$ cat src/rtl/ppa_pkg.sv
package ppa_pkg;
    localparam int BYTE_W = 8;
    localparam int ACT_W  = $clog2(BYTE_W);
    typedef logic [BYTE_W-1:0] byte_t;
endpackage

$ cat src/rtl/ppa_activity.sv
module ppa_activity
    import ppa_pkg::*;
#(
    parameter int W  = BYTE_W,
    parameter int CW = $clog2(W)
) (
    input  logic [W-1:0]  bits,
    output logic [CW-1:0] count
);
    logic [W-2:0] edge_w;

    for (genvar g = 0; g < W - 1; g++) begin : g_edge
        assign edge_w[g] = bits[g] ^ bits[g+1];
    end

    always_comb begin
        count = '0;
        for (int i = 0; i < W - 1; i++) begin
            count = count + CW'(edge_w[i]);
        end
    end

    // zero activity exactly for a constant byte
    always_comb begin
        a_r2_flat_zero: assert ((count == '0) == ((bits == '0) || (bits == '1)));
    end
endmodule

$ cat src/rtl/ppa_window.sv
module ppa_window
    import ppa_pkg::*;
#(
    parameter int PAIRS = 64,
    parameter int AW    = ACT_W
) (
    input  logic          clk,
    input  logic          rst_n,
    input  logic          byte_valid,
    input  logic [AW-1:0] activity,
    output logic          byte_par,
    output logic          low_par,
    output logic          flip
);
    localparam int LAST    = 2 * PAIRS - 1;
    localparam int CNT_W   = $clog2(2 * PAIRS);
    localparam int MAX_SUM = PAIRS * ((1 << AW) - 1);
    localparam int ACC_W   = $clog2(MAX_SUM + 1);

    typedef struct packed {
        logic [CNT_W-1:0]         cnt;
        logic [1:0][ACC_W-1:0]    acc;
        logic                     phase;
    } win_t;

    win_t st_d, st_q;
    logic [1:0][ACC_W-1:0] sum_n;

    always_comb begin
        st_d  = st_q;
        flip  = 1'b0;
        sum_n = st_q.acc;
        if (byte_valid) begin
            sum_n[st_q.cnt[0]] = st_q.acc[st_q.cnt[0]] + ACC_W'(activity);
            if (st_q.cnt == CNT_W'(LAST)) begin
                flip       = sum_n[~st_q.phase] > sum_n[st_q.phase];
                st_d.phase = st_q.phase ^ flip;
                st_d.acc   = '0;
                st_d.cnt   = '0;
            end else begin
                st_d.acc = sum_n;
                st_d.cnt = st_q.cnt + CNT_W'(1);
            end
        end
    end

    always_ff @(posedge clk) begin
        if (!rst_n) st_q <= '0;
        else        st_q <= st_d;
    end

    assign byte_par = st_q.cnt[0];
    assign low_par  = st_q.phase;

    // phase only moves on a window-closing byte
    a_r4_phase_hold: assert property (@(posedge clk) disable iff (!rst_n)
        !(byte_valid && st_q.cnt == CNT_W'(LAST)) |=> $stable(st_q.phase));

    // sums never exceed one window's worth of activity
    a_r3_acc_bound: assert property (@(posedge clk) disable iff (!rst_n)
        (st_q.acc[0] <= ACC_W'(MAX_SUM)) && (st_q.acc[1] <= ACC_W'(MAX_SUM)));

    // sums restart after every window
    a_r3_window_clear: assert property (@(posedge clk) disable iff (!rst_n)
        (byte_valid && st_q.cnt == CNT_W'(LAST)) |=> (st_q.acc == '0 && st_q.cnt == '0));
endmodule

$ cat src/rtl/ppa_assemble.sv
module ppa_assemble
    import ppa_pkg::*;
(
    input  logic                  clk,
    input  logic                  rst_n,
    input  logic                  byte_valid,
    input  byte_t                 byte_data,
    input  logic                  is_low,
    input  logic                  flush,
    output logic                  sample_valid,
    output logic [2*BYTE_W-1:0]   sample_data
);
    typedef struct packed {
        logic                 have_low;
        byte_t                low_byte;
        logic                 valid;
        logic [2*BYTE_W-1:0]  sample;
    } asm_t;

    asm_t st_d, st_q;

    always_comb begin
        st_d       = st_q;
        st_d.valid = 1'b0;
        if (byte_valid) begin
            if (is_low) begin
                st_d.low_byte = byte_data;
                st_d.have_low = 1'b1;
            end else if (st_q.have_low) begin
                st_d.valid    = 1'b1;
                st_d.sample   = {byte_data, st_q.low_byte};
                st_d.have_low = 1'b0;
            end
        end
        if (flush) st_d.have_low = 1'b0;
    end

    always_ff @(posedge clk) begin
        if (!rst_n) st_q <= '0;
        else        st_q <= st_d;
    end

    assign sample_valid = st_q.valid;
    assign sample_data  = st_q.sample;

    // valid is a single-cycle pulse
    a_r5_single_pulse: assert property (@(posedge clk) disable iff (!rst_n)
        st_q.valid |=> !st_q.valid);

    // a pulse always follows an accepted byte
    a_r5_after_byte: assert property (@(posedge clk) disable iff (!rst_n)
        st_q.valid |-> $past(byte_valid));

    // a phase toggle leaves no pending low byte
    a_r7_flush_clears: assert property (@(posedge clk) disable iff (!rst_n)
        flush |=> !st_q.have_low);

    // sample holds when no pulse
    a_r9_hold: assert property (@(posedge clk) disable iff (!rst_n)
        !st_q.valid |-> $stable(st_q.sample) || $past(!rst_n));
endmodule

$ cat src/rtl/pair_phase_align.sv
module pair_phase_align
    import ppa_pkg::*;
#(
    parameter int PAIRS_PER_WINDOW = 64
) (
    input  logic        clk,
    input  logic        rst_n,
    input  logic        byte_valid,
    input  logic [7:0]  byte_data,
    output logic        sample_valid,
    output logic [15:0] sample_data,
    output logic        low_parity
);
    logic [ACT_W-1:0] activity;
    logic             byte_par;
    logic             low_par;
    logic             flip;

    ppa_activity #(.W(BYTE_W), .CW(ACT_W)) i_activity (
        .bits  (byte_data),
        .count (activity)
    );

    ppa_window #(.PAIRS(PAIRS_PER_WINDOW), .AW(ACT_W)) i_window (
        .clk        (clk),
        .rst_n      (rst_n),
        .byte_valid (byte_valid),
        .activity   (activity),
        .byte_par   (byte_par),
        .low_par    (low_par),
        .flip       (flip)
    );

    ppa_assemble i_assemble (
        .clk          (clk),
        .rst_n        (rst_n),
        .byte_valid   (byte_valid),
        .byte_data    (byte_data),
        .is_low       (byte_par == low_par),
        .flush        (flip),
        .sample_valid (sample_valid),
        .sample_data  (sample_data)
    );

    assign low_parity = low_par;
endmodule

$ cat config.mk
export PLATFORM = sky130hd
export DESIGN_NAME = pair_phase_align
export DESIGN_NICKNAME = d
export VERILOG_FILES = /design/src/rtl/ppa_pkg.sv /design/src/rtl/ppa_activity.sv /design/src/rtl/ppa_window.sv /design/src/rtl/ppa_assemble.sv /design/src/rtl/pair_phase_align.sv
export SDC_FILE = /design/constraint.sdc
export NUM_CORES = 1
export LEC_CHECK = 0
export BUFFER_PORTS_ARGS = -buffer_cell sky130_fd_sc_hd__buf_2
export CORE_MARGIN = 10
export CORE_UTILIZATION = 40
export DETAILED_ROUTE_END_ITERATION = 7
export PLACE_DENSITY = 0.56
export SYNTH_ARGS = -nofsm -noshare
export SYNTH_HDL_FRONTEND = slang
export SYNTH_HIERARCHICAL = 1
export SYNTH_SLANG_ARGS = --single-unit
$ cat constraint.sdc
create_clock -name clk -period 4.7 [get_ports clk]
set_clock_uncertainty 0.1 [all_clocks]
set_input_delay 0.235 -clock clk [delete_from_list [all_inputs] [get_ports clk]]
set_output_delay 0.235 -clock clk [all_outputs]
set_load 0.05 [all_outputs]
==> impl_metrics.toml <==
[timing]
timing_hold_violations_final = 0
worst_hold_slack_ps = 90.1
setup-tns-final_ps = 0
setup_failing_eps_final = 0
achievable-frequency_mhz = 214
relSlewSlack_pct = 25.1
grt_setup_unrepaired = "true"
max_slew.worst_pin.slew_ps = 1110
finalMaxSlewViolations = 0
postLayoutSetupSlackWorst_ps = 24.1
timing.final.crit_share_pct = 99.5
timing.final.crit_period_ps = 4680

[worst_hold_path]
worstHoldStart = "byte_data[1]"
holdPathEnd = "i_assemble/sample_data[9]$_SDFFE_PN0P_"
min_path_type = "primary input to register"
worst_hold_path.num_cells = 3

[place]
dpl.cell_count = 546
routabilityCongestion = 0.855
numPortBuffers = 28
place_worst_setup_slack_ps = -556
place.detailed.hpwl_um = 6220

[worst_setup_path]
worst_reg_to_reg_setup_slack_ps = 710
worst-r2r-cell-count = 14
worstPathArrival_ps = 4810
cp.required_ps = 4840
worstReg2RegEnd = "i_window/low_par$_SDFFE_PN0P_"
largest_driver_fanout_on_the_critical_path = 3
critPathCaptureType = "register"
critical_path.startpoint_type = "primary input"
setup.worst_path.class = "primary input to register"
worstReg2RegStart = "i_window/byte_par$_SDFFE_PN0P_"

[drt]
post_drt_wl_per_cell_um = 15.9
route.detailed.drc = 0
detail-route-antenna-nets = 0
drt-vias-per-instance = 5.43
postRouteWirelength_um = 8980
drt_pre_antenna_iters = 4
drt_initial_violations = 158
num_vias = 3062

[synthesis]
synthArstFlopShare_pct = 0
synth_cell_types = 57
yosysTopAreaCell = "dfxtp_1"
synthesis.area_per_instance_um2 = 8.27
syn_nets = 458
yosys_register_bits = 52
yosys_warnings = 6
synth_top_cell_area_share_pct = 29.3
synth_flop_cell = "dfxtp_1"
post_synth_main_area_contributors = "dfxtp_1, mux2i_1, nand2_1"
synthesis.instances = 429
syn_area_um2 = 3550
synth_enable_flop_cells = 0
synth_sequential_area_ratio_pct = 29.3

[floorplanning]
floorplan.die.height_um = 114
coreArea_um2 = 8680
floorplan.io_pins = 29
floorplan_row_count = 34
initial_utilization_pct = 40.9
fp.dieW_um = 114
floorplan.die_area_um2 = 13000

[clock_tree]
cts-hold-fix-buffers = 0
cts_tree = "built"
clk_pin_slew_worst_paths_ps = 110
htree_num_levels = 2
cts_max_path_buffers = 2
worst_skew_pair.late_latency_ps = 310
cts_made_buffers = 5
numClockSinks = 52
cts_root_buffer = "clkbuf_8"

[power]
net_switching_power_uw = 493
worst_ir_drop_vdd_uv = 139
cellPowerDensity_nw_per_um2 = 345
p_seq_share_pct = 33.5
power_leakage_nw = 1.57
sw_frac_of_total_pct = 34.2
power_frac_clock_pct = 23.1
cellInternalPower_uw = 949
share_comb_of_total_power_pct = 43.4

[global_route]
grtUsageTotal_pct = 13.5
wire_length_of_the_first_global_routing_pass_um = 14800
maximum_number_of_pins_on_one_net_before_global_route_repair = 57
grt_overflow = 0
grt_antenna_before_repair = 0
grt_pass1_vias = 2921

[cells_and_area]
layout.cells.most_common_list = "nand2_1, dfxtp_1, buf_4, nor2_1"
layout_commonest_cell = "nand2_1"
nets = 484
synthToLayoutAreaGrowth_pct = 17.9
final_cell_count_no_fill = 564
count_of_filler_cells_inserted_in_the_layout = 882
drive_gt1_share_pct = 25.2
final_core_util_pct = 48.2
antenna_cells_inserted = 0

[run_status]
result_of_the_run = "finished clean"

[flow_run]
maxCapViolCount = 0
synthesized netlist by cell type, drive strengths merged, types with 8 or more instances:
library cell / count
xnor2: 11
a21bo: 8
nand3: 13
buf: 26
dfxtp: 52
a22oi: 10
inv: 8
clkbuf: 21
mux2i: 25
ha: 13
a21oi: 17
o21ai: 29
nand2b: 8
nor2: 30
nand2: 57
layout make-up:
class	instances	area [µm²]	area share (%)
well taps	108	135	3.23
multi-input cells	321	2390	57.2
flip-flops and latches	52	1040	24.9
repair buffers	65	455	10.9
clock buffers	6	82.6	1.97
clock inverters	2	38.8	0.927
inverters	10	37.5	0.897
stage by stage:
step | power [mW] | cell area (µm²)
after floorplan | 0.842 | 3600
after global placement | 1.01 | 3800
after detailed placement | 1.02 | 3800
after CTS | 1.41 | 4060
after global routing | 1.54 | 4190
final | 1.44 | 4190
routing by layer:
metal	global-route usage, %	wire length (µm)	vias up
li1	-	-	1560
met5	0	0	-
met1	18.4	4090	1439
met4	2.34	30	0
met3	2.36	436	2
met2	22.0	4420	61
sequential cells by signal (all words and copies together) (netlist names):
signal	count
i_assemble/sample_valid	1
i_assemble/st_q	9
i_window/low_par	1
i_assemble/sample_data	16
i_window/st_q	24
i_window/byte_par	1
power groups by stage:
stage | clock network, mW | registers [mW] | logic [mW]
floorplan | 0 | 0.484 | 0.358
global placement | 0 | 0.492 | 0.520
detailed placement | 0 | 0.493 | 0.528
CTS | 0.342 | 0.483 | 0.590
global route | 0.358 | 0.488 | 0.690
finish | 0.334 | 0.483 | 0.626
critical path, cell delays in order:
cell	delay, ps
buf_8	110
xnor2_4	130
fa_1	490
fa_1	490
inv_1	50
fa_2	340
fa_1	500
ha_1	310
a21o_1	160
a21o_1	190
nand4_1	190
xor2_2	250
mux2_4	300
ha_4	270
o21a_1	110
o211ai_1	140
nor4_4	340
mux2i_1	220
cell families after synthesis:
family / count (synthesis) / synth area share (%)
simple gates: 146 / 19.6
compound gates: 106 / 20.3
buf+inv: 57 / 8.96
flops: 52 / 29.3
mux: 32 / 9.91
xor+xnor: 18 / 4.44
fa+ha+maj: 18 / 7.41
worst max path at each step:
stage | from | depth (start not counted) | endpoint
floorplan | byte_data[1] | 17 | i_window/low_par$_SDFFE_PN0P_
global placement | byte_data[1] | 20 | i_window/low_par$_SDFFE_PN0P_
detailed placement | byte_data[1] | 19 | i_window/low_par$_SDFFE_PN0P_
CTS | byte_data[1] | 19 | i_window/low_par$_SDFFE_PN0P_
global route | byte_data[1] | 18 | i_window/low_par$_SDFFE_PN0P_
finish | byte_data[2] | 18 | i_window/low_par$_SDFFE_PN0P_
what timing repair did:
item | in CTS | in global routing
pin swaps | 13 | 14
resized for setup | 18 | 25
gates cloned | 1 | 0
setup endpoints to repair | 2 | 2
setup buffers | 5 | 5
Note: power is estimated with default switching activity, not from simulation.
